## config.mk

```make
export PLATFORM = sky130hd
export DESIGN_NAME = hz_fwd_unit
export DESIGN_NICKNAME = d
export VERILOG_FILES = /design/src/rtl/hz_pkg.sv /design/src/rtl/hz_exe_sel.sv /design/src/rtl/hz_store_bypass.sv /design/src/rtl/hz_interlock.sv /design/src/rtl/hz_fwd_unit.sv
export SDC_FILE = /design/constraint.sdc
export NUM_CORES = 1
export LEC_CHECK = 0
export BUFFER_PORTS_ARGS = -buffer_cell sky130_fd_sc_hd__buf_2
export CAP_MARGIN = 20
export CORE_AREA = 5 5 48 50
export DETAILED_ROUTE_END_ITERATION = 10
export DIE_AREA = 0 0 53 55
export GPL_ROUTABILITY_DRIVEN = 0
export MAX_ROUTING_LAYER = met4
export PLACE_DENSITY = 0.78
export SLEW_MARGIN = 15
export SYNTH_ARGS = -nofsm -noshare
export SYNTH_HDL_FRONTEND = slang
export SYNTH_HIERARCHICAL = 1
export SYNTH_SLANG_ARGS = --single-unit
```

## constraint.sdc

```tcl
create_clock -name vclk -period 1.75
set_input_delay 0.2625 -clock vclk [all_inputs]
set_output_delay 0.2625 -clock vclk [all_outputs]
set_load 0.05 [all_outputs]
```

## src/rtl/hz_pkg.sv

```systemverilog
package hz_pkg;
  // Operand source encoding shared by both execute selects
  typedef enum logic [1:0] {
    OPSEL_REGFILE = 2'd0,
    OPSEL_MEM     = 2'd1,
    OPSEL_WB      = 2'd2
  } opsel_e;

  localparam int unsigned NUM_ID_SRC = 2;
endpackage

```

## src/rtl/hz_exe_sel.sv

```systemverilog
module hz_exe_sel #(
  parameter int unsigned RW = 5
) (
  input  logic           fwd_on,
  input  logic [RW-1:0]  src,
  input  logic [RW-1:0]  mem_dst,
  input  logic           mem_wr,
  input  logic [RW-1:0]  wb_dst,
  input  logic           wb_wr,
  output hz_pkg::opsel_e sel,
  output logic           mem_hit,
  output logic           wb_hit
);
  // A producer counts only when it writes and its destination is non-zero
  function automatic logic producer_hit(logic [RW-1:0] s, logic [RW-1:0] d, logic w);
    return w && (d != '0) && (d == s);
  endfunction

  assign mem_hit = fwd_on && producer_hit(src, mem_dst, mem_wr);
  assign wb_hit  = fwd_on && producer_hit(src, wb_dst, wb_wr);

  // Younger result wins
  always_comb begin
    if (mem_hit)     sel = hz_pkg::OPSEL_MEM;
    else if (wb_hit) sel = hz_pkg::OPSEL_WB;
    else             sel = hz_pkg::OPSEL_REGFILE;
  end
endmodule

```

## src/rtl/hz_store_bypass.sv

```systemverilog
module hz_store_bypass #(
  parameter int unsigned RW = 5
) (
  input  logic          fwd_on,
  input  logic [RW-1:0] store_src,
  input  logic [RW-1:0] wb_dst,
  input  logic          wb_wr,
  output logic          take_wb
);
  function automatic logic store_hit(logic [RW-1:0] s, logic [RW-1:0] d, logic w);
    return w && (d != '0) && (d == s);
  endfunction

  assign take_wb = fwd_on && store_hit(store_src, wb_dst, wb_wr);
endmodule

```

## src/rtl/hz_interlock.sv

```systemverilog
module hz_interlock #(
  parameter int unsigned RW   = 5,
  parameter int unsigned NSRC = hz_pkg::NUM_ID_SRC
) (
  input  logic                     fwd_on,
  input  logic [NSRC-1:0][RW-1:0]  id_src,
  input  logic [RW-1:0]            ex_dst,
  input  logic                     ex_wr,
  input  logic                     ex_load,
  input  logic [RW-1:0]            mem_dst,
  input  logic                     mem_wr,
  output logic                     load_use_hit,
  output logic                     raw_wait_hit,
  output logic                     stall
);
  function automatic logic dep_hit(logic [RW-1:0] s, logic [RW-1:0] d, logic w);
    return w && (d != '0) && (d == s);
  endfunction

  logic [NSRC-1:0] hit_ex;
  logic [NSRC-1:0] hit_mem;

  for (genvar i = 0; i < NSRC; i++) begin : g_src
    assign hit_ex[i]  = dep_hit(id_src[i], ex_dst, ex_wr);
    assign hit_mem[i] = dep_hit(id_src[i], mem_dst, mem_wr);
  end

  // Bypassing on: only load data is late (ready at the end of memory)
  assign load_use_hit = fwd_on && ex_load && (|hit_ex);
  // Bypassing off: wait until the producer reaches writeback
  assign raw_wait_hit = !fwd_on && ((|hit_ex) || (|hit_mem));
  assign stall        = load_use_hit || raw_wait_hit;
endmodule

```

## src/rtl/hz_fwd_unit.sv

```systemverilog
module hz_fwd_unit #(
  parameter int unsigned RW = 5
) (
  input  logic          fwd_en,
  input  logic [RW-1:0] id_src_a,
  input  logic [RW-1:0] id_src_b,
  input  logic [RW-1:0] ex_src_a,
  input  logic [RW-1:0] ex_src_b,
  input  logic [RW-1:0] ex_dst,
  input  logic          ex_wr,
  input  logic          ex_load,
  input  logic [RW-1:0] mem_dst,
  input  logic          mem_wr,
  input  logic [RW-1:0] mem_store_src,
  input  logic [RW-1:0] wb_dst,
  input  logic          wb_wr,
  output logic [1:0]    ex_sel_a,
  output logic [1:0]    ex_sel_b,
  output logic          mem_sel_store,
  output logic          hold_fd,
  output logic          bubble_ex
);
  localparam int unsigned NSRC = hz_pkg::NUM_ID_SRC;

  hz_pkg::opsel_e            sel_e [NSRC];
  logic [NSRC-1:0]           ex_mem_hit;
  logic [NSRC-1:0]           ex_wb_hit;
  logic [NSRC-1:0][RW-1:0]   ex_src_v;
  logic [NSRC-1:0][RW-1:0]   id_src_v;
  logic                      load_use_hit;
  logic                      raw_wait_hit;
  logic                      stall_req;

  assign ex_src_v = {ex_src_b, ex_src_a};
  assign id_src_v = {id_src_b, id_src_a};

  for (genvar i = 0; i < NSRC; i++) begin : g_opnd
    hz_exe_sel #(.RW(RW)) sel_i (
      .fwd_on  (fwd_en),
      .src     (ex_src_v[i]),
      .mem_dst (mem_dst),
      .mem_wr  (mem_wr),
      .wb_dst  (wb_dst),
      .wb_wr   (wb_wr),
      .sel     (sel_e[i]),
      .mem_hit (ex_mem_hit[i]),
      .wb_hit  (ex_wb_hit[i])
    );
  end

  hz_store_bypass #(.RW(RW)) stb_i (
    .fwd_on    (fwd_en),
    .store_src (mem_store_src),
    .wb_dst    (wb_dst),
    .wb_wr     (wb_wr),
    .take_wb   (mem_sel_store)
  );

  hz_interlock #(.RW(RW), .NSRC(NSRC)) ilk_i (
    .fwd_on       (fwd_en),
    .id_src       (id_src_v),
    .ex_dst       (ex_dst),
    .ex_wr        (ex_wr),
    .ex_load      (ex_load),
    .mem_dst      (mem_dst),
    .mem_wr       (mem_wr),
    .load_use_hit (load_use_hit),
    .raw_wait_hit (raw_wait_hit),
    .stall        (stall_req)
  );

  assign ex_sel_a  = sel_e[0];
  assign ex_sel_b  = sel_e[1];
  assign hold_fd   = stall_req;
  assign bubble_ex = stall_req;
endmodule

```

==> impl_results.html <==
<table>
<tr><th>Metric</th><th>Value</th></tr>
<tr><th colspan="2">Layout</th></tr>
<tr><td>Post-layout nets</td><td>196</td></tr>
<tr><td>Util after Layout</td><td>0.5914</td></tr>
<tr><td>Register area</td><td>0 µm²</td></tr>
<tr><td>Total of clock buffers placed in the layout</td><td>0</td></tr>
<tr><td>Synthesis-to-finish area growth</td><td>60.29%</td></tr>
<tr><td>Seq_cells</td><td>0</td></tr>
<tr><td>Diode insertion count for antenna repair</td><td>0</td></tr>
<tr><td>Layout cell share with drive strength beyond 1</td><td>0.4966</td></tr>
<tr><td>Filler Cell Count</td><td>196</td></tr>
<tr><th colspan="2">GRT</th></tr>
<tr><td>Overall routing resource usage</td><td>0.1672</td></tr>
<tr><td>Pin count of the biggest net entering global routing</td><td>7</td></tr>
<tr><td>GRT overflow</td><td>0</td></tr>
<tr><td>First-pass GRT wire length</td><td>3726 µm</td></tr>
<tr><td>Via count of the first global-routing pass</td><td>907</td></tr>
<tr><td>Number of antenna violations at the first check in global routing</td><td>0</td></tr>
<tr><th colspan="2">Setup path</th></tr>
<tr><td>Critical path startpoint category</td><td>primary input</td></tr>
<tr><td>Crit-path slowest cell</td><td>sky130_fd_sc_hd__or4_4</td></tr>
<tr><td>Most Frequent Cell on Critical Path</td><td>sky130_fd_sc_hd__buf_6</td></tr>
<tr><td>Classification of the worst setup path</td><td>primary input to primary output</td></tr>
<tr><td>Peak per-stage delay on the critical path</td><td>0.55 ns</td></tr>
<tr><td>Critical-path maximum fanout</td><td>3</td></tr>
<tr><td>Worst path arrival time</td><td>1.52 ns</td></tr>
<tr><td>Cells traversed along the worst timing path</td><td>buf_6 -&gt; or4_4 -&gt; o21ai_4 -&gt; o22ai_1 -&gt; a21o_2 -&gt; buf_6</td></tr>
<tr><td>Nature of the critical path endpoint</td><td>primary output</td></tr>
<tr><td>Critical path required time</td><td>1.49 ns</td></tr>
<tr><th colspan="2">Placement</th></tr>
<tr><td>Final HPWL from detailed placement</td><td>1994 µm</td></tr>
<tr><td>Count of input and output buffers</td><td>52</td></tr>
<tr><th colspan="2">STA</th></tr>
<tr><td>Finish-stage setup viols</td><td>2</td></tr>
<tr><td>Post-route worst setup slack</td><td>-0.03455 ns</td></tr>
<tr><td>Fin. Hold Viols</td><td>0</td></tr>
<tr><td>Maximum clock rate</td><td>560.4 MHz</td></tr>
<tr><td>Number of max-slew violations in the final report</td><td>0</td></tr>
<tr><td>Worst slew slack as a fraction of its limit</td><td>0.7544</td></tr>
<tr><td>Transition time at the pin with the least slew margin</td><td>0.3637 ns</td></tr>
<tr><td>Tcrit/Tclk final</td><td>1.020</td></tr>
<tr><td>Worst hold-check slack</td><td>0.9898 ns</td></tr>
<tr><td>Fin crit period</td><td>1.785 ns</td></tr>
<tr><td>RSZ-0062 raised after global routing</td><td>true</td></tr>
<tr><th colspan="2">Run status</th></tr>
<tr><td>Result of the run</td><td>finished with violations</td></tr>
<tr><td>Violations in the final reports</td><td>setup timing</td></tr>
<tr><th colspan="2">Routing</th></tr>
<tr><td>Wire length after detailed routing</td><td>2254 µm</td></tr>
<tr><td>Vias per std cell</td><td>4.875</td></tr>
<tr><td>Total via count in the routed design</td><td>858</td></tr>
<tr><td>Drc violations</td><td>0</td></tr>
<tr><td>Post-detailed-route count of antenna-violating nets</td><td>0</td></tr>
<tr><td>Routed wire per std cell</td><td>12.81 µm</td></tr>
<tr><td>Iteration count of the initial detailed-routing pass</td><td>4</td></tr>
<tr><td>Drt initial violations</td><td>7</td></tr>
<tr><th colspan="2">Floorplan</th></tr>
<tr><td>Effective utilization at floorplan</td><td>0.3690</td></tr>
<tr><td>Number of cell rows</td><td>16</td></tr>
<tr><td>Area of the die</td><td>2915 µm²</td></tr>
<tr><td>Chip Height</td><td>55 µm</td></tr>
<tr><td>Area of the core</td><td>1862 µm²</td></tr>
<tr><td>Die span in x</td><td>53 µm</td></tr>
<tr><td>Ports placed on the boundary</td><td>52</td></tr>
<tr><th colspan="2">Power and ir drop</th></tr>
<tr><td>Worst voltage drop across the vdd grid</td><td>135.8 µV</td></tr>
<tr><td>Total power per unit cell area</td><td>238.7 nW/µm²</td></tr>
<tr><td>Leakage dissipation</td><td>0.0004929 µW</td></tr>
<tr><th colspan="2">Synth</th></tr>
<tr><td>Post-Synthesis Net Count</td><td>136</td></tr>
<tr><td>Total of warnings raised by yosys</td><td>6</td></tr>
<tr><td>Synthesized area divided by synthesized cell count</td><td>7.548 µm²</td></tr>
<tr><td>Post-Synthesis Cells</td><td>91</td></tr>
<tr><td>Post-synthesis instance area</td><td>686.9 µm²</td></tr>
<tr><th colspan="2">Flow run</th></tr>
<tr><td>MaxCap Viol Count</td><td>0</td></tr>
<tr><th colspan="2">Worst hold path</th></tr>
<tr><td>Type of the most critical hold path</td><td>primary input to primary output</td></tr>
</table>
-- where the power goes --
| group | switching [µW] | internal [µW] | total (µW) |
|---|---|---|---|
| combinational | 133 | 130 | 263 |
| sequential | 0 | 0 | 0 |
| clock | 0 | 0 | 0 |
-- stage by stage --
step | setup slack [ns] | cells | setup TNS (ns) | power [µW] | cell area, µm²
global placement | -0.05183 | 175 | -0.1034 | 238.0 | 1025
detailed placement | -0.07828 | 175 | -0.1564 | 245.8 | 1025
global route | -0.07954 | 176 | -0.1461 | 291.3 | 1101
CTS | -0.02291 | 176 | -0.04246 | 255.6 | 1061
floorplan | 0.007520 | 91 | 0 | 123.6 | 696.9
finish | -0.03455 | 176 | -0.06655 | 262.8 | 1101
-- layer usage --
metal,up-vias,wire [µm],GRT usage
li1,439,-,-
met1,381,836,0.1952
met2,38,1187,0.3285
met3,0,230,0.01340
met4,0,0,0.004255
met5,-,0,-
-- what timing repair did --
action | 4_1_cts | 5_1_grt
pin swaps | 0 | 2
setup endpoints to repair | 2 | 4
hold buffers | 0 | 0
buffers inserted | 1 | 0
resized for setup | 7 | 9
-- critical path: cells and delay by family --
family	cells	cell delay [ns]
simple gates	1	0.55
buf+inv	2	0.24
compound gates	3	0.46
-- placed cells by master, fill, tap and decap left out --
| cell type | n |
|---|---|
| sky130_fd_sc_hd__a2111oi_2 | 2 |
| sky130_fd_sc_hd__buf_2 | 46 |
| sky130_fd_sc_hd__or4_1 | 1 |
| sky130_fd_sc_hd__xnor2_1 | 18 |
| sky130_fd_sc_hd__o22ai_1 | 1 |
| sky130_fd_sc_hd__o41ai_1 | 2 |
| sky130_fd_sc_hd__nor2b_2 | 2 |
| sky130_fd_sc_hd__nor2_1 | 4 |
| sky130_fd_sc_hd__o2111ai_1 | 3 |
| sky130_fd_sc_hd__buf_8 | 1 |
| sky130_fd_sc_hd__nor3b_2 | 3 |
| sky130_fd_sc_hd__o21ai_1 | 1 |
| sky130_fd_sc_hd__xor2_2 | 1 |
| sky130_fd_sc_hd__buf_4 | 9 |
| sky130_fd_sc_hd__a21o_2 | 1 |
| sky130_fd_sc_hd__o21ai_0 | 3 |
| sky130_fd_sc_hd__xor2_1 | 21 |
| sky130_fd_sc_hd__o21ai_4 | 1 |
| sky130_fd_sc_hd__nor3b_1 | 1 |
| sky130_fd_sc_hd__nor4_1 | 3 |
| sky130_fd_sc_hd__nor3_2 | 2 |
| sky130_fd_sc_hd__or4_4 | 1 |
| sky130_fd_sc_hd__nor3_1 | 2 |
| sky130_fd_sc_hd__buf_6 | 3 |
| sky130_fd_sc_hd__clkbuf_4 | 2 |
| sky130_fd_sc_hd__o211ai_1 | 2 |
| sky130_fd_sc_hd__nand3_1 | 5 |
| sky130_fd_sc_hd__a22oi_1 | 2 |
| sky130_fd_sc_hd__inv_1 | 6 |
-- final cells by class --
class                           instances  area (µm²)  area share
Inverter                                6       22.52     0.02045
Multi-Input combinational cell         82       683.2      0.6205
Tap cell                               27       33.78     0.03068
Timing Repair Buffer                   61       361.6      0.3284
-- path summary, 6_finish.rpt --
path,start,to,slack (ns),depth (start not counted)
setup / recovery,ex_dst[3],hold_fd,-0.03,6
hold / removal,wb_wr,mem_sel_store,0.99,4
No activity file was read; power rests on OpenSTA's default activity.
